### src/rtl/xcp_pkg.sv
package xcp_pkg;

    typedef enum logic [1:0] {
        ST_IDLE = 2'd0,
        ST_LOAD = 2'd1,
        ST_RUN  = 2'd2
    } run_state_e;

    localparam int BIT_RUN    = 0;
    localparam int BIT_INIT   = 1;
    localparam int BIT_LOAD   = 2;
    localparam int BIT_STOPEN = 3;
    localparam int BIT_ERREN  = 4;

    localparam int FLG_STOP  = 0;
    localparam int FLG_ERR   = 1;
    localparam int NUM_FLAGS = 2;

    localparam logic [1:0] A_CTL  = 2'd0;
    localparam logic [1:0] A_STAT = 2'd1;
    localparam logic [1:0] A_PTR  = 2'd2;

endpackage

### src/rtl/xcp_run_fsm.sv
module xcp_run_fsm
    import xcp_pkg::*;
(
    input  logic       clk,
    input  logic       rst_n,
    input  logic       ctl_wr,
    input  logic       req_load,
    input  logic       req_run,
    input  logic       stop_evt,
    output run_state_e state_o,
    output logic       run_o,
    output logic       load_o
);

    run_state_e state_q;
    run_state_e state_d;

    always_ff @(posedge clk or negedge rst_n) begin
        if (!rst_n) begin
            state_q <= ST_IDLE;
        end else begin
            state_q <= state_d;
        end
    end

    // Next state: interlocks use the held state, i.e. pre-write values
    always_comb begin
        state_d = state_q;
        unique case (state_q)
            ST_IDLE: begin
                if (ctl_wr && req_load) begin
                    state_d = ST_LOAD;                 // T_IDLE_LOAD
                end else if (ctl_wr && req_run && !stop_evt) begin
                    state_d = ST_RUN;                  // T_IDLE_RUN
                end
            end
            ST_LOAD: begin
                if (ctl_wr && !req_load) begin
                    state_d = ST_IDLE;                 // T_LOAD_IDLE
                end
            end
            ST_RUN: begin
                if (stop_evt) begin
                    state_d = ST_IDLE;                 // T_RUN_IDLE_HW
                end else if (ctl_wr && !req_run) begin
                    state_d = ST_IDLE;                 // T_RUN_IDLE_SW
                end
            end
            default: state_d = ST_IDLE;
        endcase
    end

    always_comb begin
        run_o  = 1'b0;
        load_o = 1'b0;
        unique case (state_q)
            ST_IDLE: ;
            ST_LOAD: load_o = 1'b1;
            ST_RUN:  run_o  = 1'b1;
            default: ;
        endcase
    end

    assign state_o = state_q;

endmodule

### src/rtl/xcp_flags.sv
module xcp_flags #(
    parameter int N = 2
) (
    input  logic         clk,
    input  logic         rst_n,
    input  logic [N-1:0] set_i,
    input  logic         clr_i,
    output logic [N-1:0] flag_o
);

    for (genvar g = 0; g < N; g++) begin : g_flag
        logic flag_q;
        always_ff @(posedge clk or negedge rst_n) begin
            if (!rst_n) begin
                flag_q <= 1'b0;
            end else if (set_i[g]) begin
                flag_q <= 1'b1;          // a set wins over a clearing read
            end else if (clr_i) begin
                flag_q <= 1'b0;
            end
        end
        assign flag_o[g] = flag_q;
    end

endmodule

### src/rtl/xcp_entry.sv
module xcp_entry #(
    parameter int PTR_W = 8
) (
    input  logic             clk,
    input  logic             rst_n,
    input  logic             ptr_wr,
    input  logic [PTR_W-1:0] ptr_wdata,
    input  logic             init_bit,
    output logic             pc_load,
    output logic [PTR_W-1:0] pc_value
);

    logic [PTR_W-1:0] ptr_q;
    logic             init_prev_q;

    always_ff @(posedge clk or negedge rst_n) begin
        if (!rst_n) begin
            ptr_q       <= '0;
            init_prev_q <= 1'b0;
        end else begin
            if (ptr_wr) begin
                ptr_q <= ptr_wdata;
            end
            init_prev_q <= init_bit;
        end
    end

    assign pc_load  = init_bit && !init_prev_q;
    assign pc_value = ptr_q;

endmodule

### src/rtl/xcp_regs.sv
module xcp_regs
    import xcp_pkg::*;
#(
    parameter int DATA_W = 8,
    parameter int ADDR_W = 2,
    parameter int PTR_W  = 8
) (
    input  logic              clk,
    input  logic              rst_n,
    input  logic [ADDR_W-1:0] bus_addr,
    input  logic              bus_rd,
    input  logic              bus_wr,
    input  logic [DATA_W-1:0] bus_wdata,
    output logic [DATA_W-1:0] bus_rdata,
    input  logic              evt_error,
    input  logic              evt_stop,
    input  logic              irq_mask,
    output logic              irq_out,
    output logic              core_run,
    output logic              core_ram_we_en,
    output logic              pc_load,
    output logic [PTR_W-1:0]  pc_value
);

    localparam logic [ADDR_W-1:0] AD_CTL  = ADDR_W'(A_CTL);
    localparam logic [ADDR_W-1:0] AD_STAT = ADDR_W'(A_STAT);
    localparam logic [ADDR_W-1:0] AD_PTR  = ADDR_W'(A_PTR);

    logic wr_ctl, wr_ptr, rd_stat;
    logic err_en_q, stop_en_q, init_q;
    logic [NUM_FLAGS-1:0] flags;
    logic [NUM_FLAGS-1:0] flag_set;
    logic [DATA_W-1:0]    rd_mux;
    logic [DATA_W-1:0]    rdata_q;
    run_state_e           run_state;

    assign wr_ctl  = bus_wr && (bus_addr == AD_CTL);
    assign wr_ptr  = bus_wr && (bus_addr == AD_PTR);
    assign rd_stat = bus_rd && (bus_addr == AD_STAT);

    xcp_run_fsm u_fsm (
        .clk      (clk),
        .rst_n    (rst_n),
        .ctl_wr   (wr_ctl),
        .req_load (bus_wdata[BIT_LOAD]),
        .req_run  (bus_wdata[BIT_RUN]),
        .stop_evt (evt_stop),
        .state_o  (run_state),
        .run_o    (core_run),
        .load_o   (core_ram_we_en)
    );

    always_comb begin
        flag_set           = '0;
        flag_set[FLG_STOP] = evt_stop;
        flag_set[FLG_ERR]  = evt_error && (run_state == ST_RUN);
    end

    xcp_flags #(.N(NUM_FLAGS)) u_flags (
        .clk    (clk),
        .rst_n  (rst_n),
        .set_i  (flag_set),
        .clr_i  (rd_stat),
        .flag_o (flags)
    );

    always_ff @(posedge clk or negedge rst_n) begin
        if (!rst_n) begin
            err_en_q  <= 1'b0;
            stop_en_q <= 1'b0;
            init_q    <= 1'b0;
        end else if (wr_ctl) begin
            err_en_q  <= bus_wdata[BIT_ERREN];
            stop_en_q <= bus_wdata[BIT_STOPEN];
            init_q    <= bus_wdata[BIT_INIT];
        end
    end

    xcp_entry #(.PTR_W(PTR_W)) u_entry (
        .clk       (clk),
        .rst_n     (rst_n),
        .ptr_wr    (wr_ptr),
        .ptr_wdata (bus_wdata[PTR_W-1:0]),
        .init_bit  (init_q),
        .pc_load   (pc_load),
        .pc_value  (pc_value)
    );

    always_comb begin
        rd_mux = '0;
        if (bus_addr == AD_CTL) begin
            rd_mux[BIT_RUN]    = core_run;
            rd_mux[BIT_INIT]   = init_q;
            rd_mux[BIT_LOAD]   = core_ram_we_en;
            rd_mux[BIT_STOPEN] = stop_en_q;
            rd_mux[BIT_ERREN]  = err_en_q;
        end else if (bus_addr == AD_STAT) begin
            rd_mux[NUM_FLAGS-1:0] = flags;
        end
    end

    always_ff @(posedge clk or negedge rst_n) begin
        if (!rst_n) begin
            rdata_q <= '0;
        end else if (bus_rd) begin
            rdata_q <= rd_mux;
        end
    end

    assign bus_rdata = rdata_q;
    assign irq_out   = !irq_mask && ((flags[FLG_ERR]  && err_en_q) ||
                                     (flags[FLG_STOP] && stop_en_q));

endmodule

### config.mk
export PLATFORM = sky130hd
export DESIGN_NAME = xcp_regs
export DESIGN_NICKNAME = d
export VERILOG_FILES = /design/src/rtl/xcp_pkg.sv /design/src/rtl/xcp_run_fsm.sv /design/src/rtl/xcp_flags.sv /design/src/rtl/xcp_entry.sv /design/src/rtl/xcp_regs.sv
export SDC_FILE = /design/constraint.sdc
export NUM_CORES = 1
export LEC_CHECK = 0
export ABC_AREA = 0
export BUFFER_PORTS_ARGS = -buffer_cell sky130_fd_sc_hd__buf_4
export CAP_MARGIN = 20
export CORE_ASPECT_RATIO = 1.2
export CORE_UTILIZATION = 43
export CTS_BUF_LIST = sky130_fd_sc_hd__clkbuf_4 sky130_fd_sc_hd__clkbuf_8 sky130_fd_sc_hd__clkbuf_16
export DETAILED_ROUTE_END_ITERATION = 16
export PLACE_DENSITY = 0.72
export SETUP_SLACK_MARGIN = 0.02
export SYNTH_ARGS = -nofsm -noshare
export SYNTH_HDL_FRONTEND = slang
export SYNTH_HIERARCHICAL = 1
export SYNTH_SLANG_ARGS = --single-unit
### constraint.sdc
create_clock -name clk -period 1.2 [get_ports clk]
set_input_delay 0.18 -clock clk [delete_from_list [all_inputs] [get_ports clk]]
set_output_delay 0.18 -clock clk [all_outputs]
set_load 0.005 [all_outputs]
# After elaboration in Yosys (flattened, before gate mapping)
# Cells that the tools add are included.
[totals] regBits=21 input_bits=17 wordCells=54
[op_classes] n_eq_ne=7 mux=14 n_reduce_logical=24
[ops] op="$mux 2" count=7
[ops] op="$logic_and 1x1->1" count=13
[ops] op="$pmux 2 s3" count=1
[ops] op="$logic_not 1->1" count=5
[ops] op="$mux 1" count=5
[ops] op="$eq 2x1->1 const B" count=2
[ops] op="$eq 2x2->1 const B" count=2
[ops] op="$logic_not 2->1" count=2
[ops] op="$reduce_bool 2->1" count=2
[ops] op="$mux 3" count=1
[ops] op="$ne 3x1->1 const B" count=1
[ops] op="$ne 3x2->1 const B" count=1
[ops] op="$reduce_and 3->1" count=1
[ops] op="$ne 2x1->1 const B" count=1
[ops] op="$logic_or 1x1->1" count=1

# Logic depth before layout (Yosys ltp)
# Gate-level depths: netlist of the first run.
[logic_depth] word_depth=7 depth_mapped=5 mapped_depth_nobuf=4

# By module
# Netlist of the first run, hierarchy kept.
[by_module_without_submodules] module="xcp_regs" n_inst=1 cells_per_inst=41 area_per_inst_um2=409.1 seq_area_each_um2=200.2
[by_module_without_submodules] module="xcp_entry" n_inst=1 cells_per_inst=19 area_per_inst_um2=362.8 seq_area_each_um2=225.2
[by_module_without_submodules] module="xcp_run_fsm" n_inst=1 cells_per_inst=10 area_per_inst_um2=101.3 seq_area_each_um2=50.0
[by_module_without_submodules] module="xcp_flags" n_inst=1 cells_per_inst=7 area_per_inst_um2=83.8 seq_area_each_um2=50.0

# Worst setup path before layout of the first run
# No wires, ideal clock.
[synth_path] path_kind="in2reg" startpoint="input port bus_addr[0]" endpoint="register err_en_q" setup_time_ns=0.125 arrival_time_ns=0.814 t_required_ns=1.075 setup_slack_ns=0.261 stages=2 path_cell_list="nor3b_4 -> mux2_2"
[synth_via] elab_chain_len=2
[synth_rtl] element="start, declared" line="xcp_regs.sv:10" text="input logic [ADDR_W-1:0] bus_addr,"
[synth_rtl] element="$logic_not 2->1" line="xcp_regs.sv:37" text="assign wr_ctl = bus_wr && (bus_addr == AD_CTL);"
[synth_rtl] element="$logic_and 1x1->1" line="xcp_regs.sv:37"
[synth_rtl] element="end signal, assigned" line="xcp_regs.sv:73" text="err_en_q <= bus_wdata[BIT_ERREN];"
[synth_rtl] element="end, declared" line="xcp_regs.sv:30" text="logic err_en_q, stop_en_q, init_q;"
# Every way passes these cells.
# A chain may end at the register's enable or synchronous reset.

# Worst setup path after layout of the first run
[layout_path] startpoint="register u_flags.g_flag[0].flag_q" endpoint="output port irq_out"
[layout_via] elab_chain_len=3
[layout_rtl] element="start, declared" line="xcp_flags.sv:12" text="logic flag_q;"
[layout_rtl] element="start signal, assigned" line="xcp_flags.sv:15" text="flag_q <= 1'b0;"
[layout_rtl] element="start signal, assigned" line="xcp_flags.sv:17" text="flag_q <= 1'b1;"
[layout_rtl] element="start signal, assigned" line="xcp_flags.sv:19" text="flag_q <= 1'b0;"
[layout_rtl] element="$logic_and 1x1->1" line="xcp_regs.sv:112" text="(flags[FLG_STOP] && stop_en_q));"
[layout_rtl] element="$logic_or 1x1->1" line="xcp_regs.sv:111" text="assign irq_out = !irq_mask && ((flags[FLG_ERR] && err_en_q) ||"
[layout_rtl] element="$logic_and 1x1->1" line="xcp_regs.sv:111"
[layout_rtl] element="end, declared" line="xcp_regs.sv:18" text="output logic irq_out,"
# Every way passes these cells.

==> results of run 1 <==
## sequential cells by signal (all words and copies together), names as in the netlist
register               cells
u_entry/pc_value           8
u_entry/init_prev_q        1
bus_rdata                  5
stop_en_q                  1
u_fsm/state_o              2
init_q                     1
u_flags/g_flag.flag_q      2
err_en_q                   1
## metrics by stage
step	utilization, %	cell area, um2	hold slack [ns]	power, mW
2_1_floorplan	-	965	-0.116	1.09
3_3_place_gp	58.8	1220	0.0699	1.29
3_5_place_dp	58.8	1220	0.0726	1.30
4_1_cts	64.2	1330	0.0453	1.73
5_1_grt	65.0	1350	0.0468	1.84
6_report	65.0	1350	0.0439	1.74
## worst paths after layout
| kind | endpoint | slack (ns) |
|---|---|---|
| setup / recovery | irq_out | -0.07 |
| hold / removal | u_flags/g_flag[0].flag_q$_DFFE_PN0P_ | 0.04 |
| setup reg to reg | bus_rdata[2]$_DFFE_PN0P_ | 0.14 |
| hold reg to reg | u_entry/init_prev_q$_DFF_PN0_ | 0.51 |
| max in group asynchronous | u_fsm/state_o[1]$_DFFE_PN0P_ | 0.72 |
| min in group asynchronous | u_entry/pc_value[3]$_DFFE_PN0P_ | 0.26 |
## layer usage
metal | share of wire [%] | wire length, um | vias up | track usage (%)
met3 | 2.8 | 55 | 5 | 2.01
met2 | 53 | 1030 | 19 | 29.2
li1 | - | - | 329 | -
met1 | 42 | 814 | 350 | 22.7
met4 | 2.7 | 52 | 0 | 10.6
met5 | 0 | 0 | - | 0
## logic make-up (layout without fill, tap and decap cells)
kind of cell	count (synthesis)	count (layout)	synth area share [%]
muxes	14	14	19.2
other	1	3	0.392
DFF	21	21	54.9
buffers and inverters	15	55	8.63
AOI/OAI and AO/OA	9	9	6.80
and+or+nand+nor	17	17	10.1
## cell usage after synthesis (all sizes together)
| library cell | number |
|---|---|
| dfrtp | 21 |
| mux2 | 11 |
| inv | 8 |
| buf | 6 |
| nor2 | 5 |
| o22ai | 5 |
| nand2 | 4 |
| nor2b | 4 |
| mux2i | 3 |
| a21o | 2 |
| a22oi | 1 |
| and3 | 1 |
| clkbuf | 1 |
| conb | 1 |
| nand2b | 1 |
| nor3b | 1 |
| o221a | 1 |
| or2 | 1 |
## report_power, final
group / switching, mW / leakage [nW] / internal, mW
clock: 0.235 / 0.0139 / 0.128
combinational: 0.165 / 0.397 / 0.331
sequential: 0.0714 / 0.257 / 0.812
total: 0.472 / 0.668 / 1.27
## repair_timing
| item | CTS | global route |
|---|---|---|
| endpoints found under the hold margin | 21 | 0 |
| resized for setup | 7 | 1 |
| hold buffers | 1 | 0 |
| buffers inserted | 6 | 2 |
| endpoints found under the setup margin | 4 | 4 |
| pin swaps | 1 | 0 |
## placed cells by master, fill, tap and decap left out, types with 4 or more instances in the layout
cell,n
buf_4,39
dfrtp_1,20
inv_1,8
mux2_4,8
nand2_1,4
nor2_1,5
o22ai_1,5
## cell type report
cell class | instances | area [um2]
clock buffers | 3 | 22.5
clock inverters | 1 | 7.51
fillers | 156 | 726
inverters | 8 | 30.0
multi-input cells | 43 | 377
flip-flops and latches | 21 | 527
well taps | 30 | 37.5
repair buffers | 43 | 345
==> impl_metrics.json, run 1 <==
{
  "status": "finished with violations",
  "violations": "setup timing",
  "core_area_um2": 2070,
  "globalRouteOverflowTotal": 0,
  "initial_core_util_pct": 46.2,
  "crit_family": "flip-flops",
  "vias": 703,
  "seq_area_frac_synth_pct": 54.9,
  "port_buffers": 33,
  "crit_start": "u_flags/g_flag[0].flag_q$_DFFE_PN0P_",
  "track_usage_pct": 17.9,
  "synth.area.top_cells": "dfrtp_1, mux2_4, buf_4, mux2_2, o22ai_1",
  "cts_sinks": 21,
  "critPathMaxStageDelay_ns": 0.41,
  "synth-seq-cells": 21,
  "critPathRequiredTime_ns": 1.02,
  "cts_tree": "yes",
  "drc_errors": 0,
  "drt_iter0_markers": 7,
  "worstPathMaxFanout": 2,
  "grt_pass1_wl_um": 3030,
  "setup_viol": 3,
  "root_buffer": "clkbuf_4",
  "r2r.worst_path.cells": 5,
  "post-route-period-util_pct": 106,
  "avgSynthCellArea_um2": 12.4,
  "min_period_ns": 1.27,
  "die_w_um": 45.1,
  "fp.dieH_um": 53.7,
  "hp-class": "in2reg",
  "cts.htree.levels": 1,
  "path_clk_slew_ns": 0.12,
  "insertion_delay_ns": 0.32,
  "cp-end-kind": "primary output",
  "numCtsBuffers": 3,
  "fin_setup_tns_ns": -0.116,
  "dpl_worst_slack_ns": 0.0178,
  "worstPathCellList": "a22oi_2, nor2_1, buf_4",
  "yosysUniqueCellTypes": 20,
  "drive_gt1_share_pct": 52.9,
  "drv_cap": 0,
  "arrival_ns": 1.09,
  "fmax_mhz": 784,
  "rsz0062_at_grt": "yes",
  "viasPerCell": 4.72,
  "hold_violations": 0,
  "r2r-start": "u_fsm/state_o[0]$_DFFE_PN0P_",
  "place_hpwl_um": 1310,
  "final-max-slew-violation-count": 0,
  "antenna_cells": 0,
  "post-synth-top-area-cell": "dfrtp_1",
  "layout.cells.non_filler": 149,
  "grt_max_degree": 22,
  "io_pins": 37,
  "startpoint_type": "flop",
  "min-delay-start": "evt_stop",
  "nNetsFinal": 137,
  "netlist_instances": 77,
  "synthesis.area_um2": 957,
  "drtAntennaViolNets": 0,
  "place_inst": 136,
  "num_rows": 18,
  "vdd_drop_max_uv": 836,
  "avgRoutedWirePerCell_um": 13.1,
  "area_growth_syn_to_layout_pct": 40.7,
  "place.gp.congestion": 0.702,
  "crit_type": "reg2out",
  "clockBufferDepth": 2,
  "p_leak_nw": 0.668,
  "skew_ns": 0.00515,
  "fin_ws_ns": -0.0748,
  "antenna_found_initial": 0,
  "dieArea_um2": 2420,
  "yosysWarnings": 6,
  "crit_buf_inv": 1,
  "first_global_vias": 671,
  "min_path_cells": 2,
  "power_density_nw_per_um2": 1290,
  "wirelength_um": 1950,
  "cp_slowest_cell": "dfrtp_1",
  "firstDrtPassIters": 4,
  "cp.depth": 3,
  "yosysTopAreaCellShare_pct": 54.9
}
(Power assumes the default switching activity.)
==> run 2: changes to the inputs <==
- CAP_MARGIN: 20 -> unset
- CORE_UTILIZATION: 43 -> 42
- PLACE_DENSITY: 0.72 -> 0.73
- clock period: 1.2 -> 1 ns (I/O delays scaled with it)
==> run 2 against run 1 <==
- the flow still finishes with violations (setup timing)
- first-iteration DRC count up 29%
- register-to-register slack worse by 0.11 ns
- global-route usage down 0.60 points
- combinational power up 34%
- power up 24%
- critical endpoint unchanged
==> impl_metrics.json, run 2 (synthesis gave the netlist of run 1 again) <==
{
  "core_area_um2": 2090,
  "placed_area_um2": 1240,
  "layout_common_cells": "buf_4, dfrtp_1, buf_6",
  "drt_iter0_markers": 9,
  "antenna_found_initial": 0,
  "hold_violations": 0,
  "post-route-period-util_pct": 123,
  "stdcell_area_um2": 1420,
  "drv_cap": 0,
  "fmax_mhz": 812,
  "cts_sinks": 21,
  "place.gp.congestion": 0.793,
  "worstPathMaxFanout": 2,
  "firstDrtPassIters": 4,
  "final-max-slew-violation-count": 0,
  "antenna_cells": 0,
  "drive_gt1_share_pct": 54.1,
  "nNetsFinal": 140,
  "violations": "setup timing",
  "drtAntennaViolNets": 0,
  "port_buffers": 33,
  "first_global_vias": 718,
  "cts.htree.levels": 1,
  "setup_viol": 4,
  "root_buffer": "clkbuf_4",
  "io_pins": 37,
  "globalRouteOverflowTotal": 0,
  "status": "finished with violations",
  "cts_tree": "yes",
  "wirelength_um": 1980,
  "insertion_delay_ns": 0.29,
  "fp.dieH_um": 54.3,
  "critPathRequiredTime_ns": 0.85,
  "cp-end-kind": "primary output",
  "layout_commonest_cell": "buf_4",
  "clockBufferDepth": 2,
  "crit_type": "reg2out",
  "numCtsBuffers": 3,
  "dieArea_um2": 2470,
  "min_period_ns": 1.23,
  "multi_input_area_um2": 379,
  "drc_errors": 0,
  "startpoint_type": "flop",
  "place_hpwl_um": 1390,
  "power_density_nw_per_um2": 1520,
  "track_usage_pct": 17.3,
  "viasPerCell": 4.49,
  "die_w_um": 45.6,
  "initial_core_util_pct": 45.7,
  "rsz0062_at_grt": "yes",
  "num_rows": 18,
  "arrival_ns": 1.08,
  "final_util_pct": 67.7,
  "path_clk_slew_ns": 0.11,
  "largest_reg_flops": 8,
  "grt_max_degree": 22,
  "fin_ws_ns": -0.232,
  "vdd_drop_max_uv": 1010,
  "area_growth_syn_to_layout_pct": 48.2,
  "vias": 683,
  "fin_setup_tns_ns": -0.650,
  "avgRoutedWirePerCell_um": 13.0,
  "regArea_um2": 526,
  "hp-class": "in2reg",
  "p_leak_nw": 0.703,
  "fillerInstances": 159,
  "grt_pass1_wl_um": 3050,
  "skew_ns": 0.00331
}
## run 2: cell type report
class / instances / share of cell area (%)
Clock buffer: 4 / 2.12
Tap cell: 30 / 2.65
Timing Repair Buffer: 46 / 29.4
Inverter: 8 / 2.12
Multi-Input combinational cell: 43 / 26.7
Sequential cell: 21 / 37.0
## run 2: path summary, 6_finish.rpt
kind | cells past startpoint | from | end | slack (ns)
worst max-delay path | 3 | u_flags/g_flag[0].flag_q$_DFFE_PN0P_ | irq_out | -0.23
worst min-delay path | 2 | evt_stop | u_flags/g_flag[0].flag_q$_DFFE_PN0P_ | 0.07
worst max register to register | 3 | u_fsm/state_o[1]$_DFFE_PN0P_ | bus_rdata[0]$_DFFE_PN0P_ | 0.03
worst min register to register | 1 | init_q$_DFFE_PN0P_ | u_entry/init_prev_q$_DFF_PN0_ | 0.51
max in group asynchronous | 2 | rst_n | bus_rdata[3]$_DFFE_PN0P_ | 0.52
min in group asynchronous | 2 | rst_n | stop_en_q$_DFFE_PN0P_ | 0.26
## run 2: power breakdown
group	leakage, nW	internal, mW	switching [mW]
logic	0.426	0.461	0.205
registers	0.258	0.975	0.101
clock network	0.0184	0.182	0.237
## run 2: worst max-delay path, cell delays in order (launching register included)
cell	delay (ns)
dfrtp_1	0.43
a22oi_2	0.19
nor2_1	0.05
buf_4	0.13
## run 2: what timing repair did
item	CTS	global route
setup endpoints to repair	11	19
hold buffers	1	0
gates resized for setup	12	9
pin swaps	0	2
buffers inserted	6	3
hold endpoints to repair	21	0
## run 2: through the flow
step	hold WS (ns)	power, mW	std cells	worst slack, ns
after floorplan	-0.146	1.30	79	0.0914
after global placement	0.0419	1.57	139	-0.118
after detailed placement	0.0455	1.59	139	-0.126
after CTS	0.0504	2.11	150	-0.225
after global routing	0.0602	2.28	152	-0.289
final	0.0661	2.16	152	-0.232
## run 2: per-layer routing
metal | share of wire (%) | wire [um] | global-route usage, % | vias up
li1 | - | - | - | 336
met1 | 41 | 822 | 20.1 | 330
met2 | 55 | 1080 | 31.4 | 15
met3 | 3.0 | 60 | 2.97 | 2
met4 | 0.96 | 19 | 6.06 | 0
met5 | 0 | 0 | 0 | -
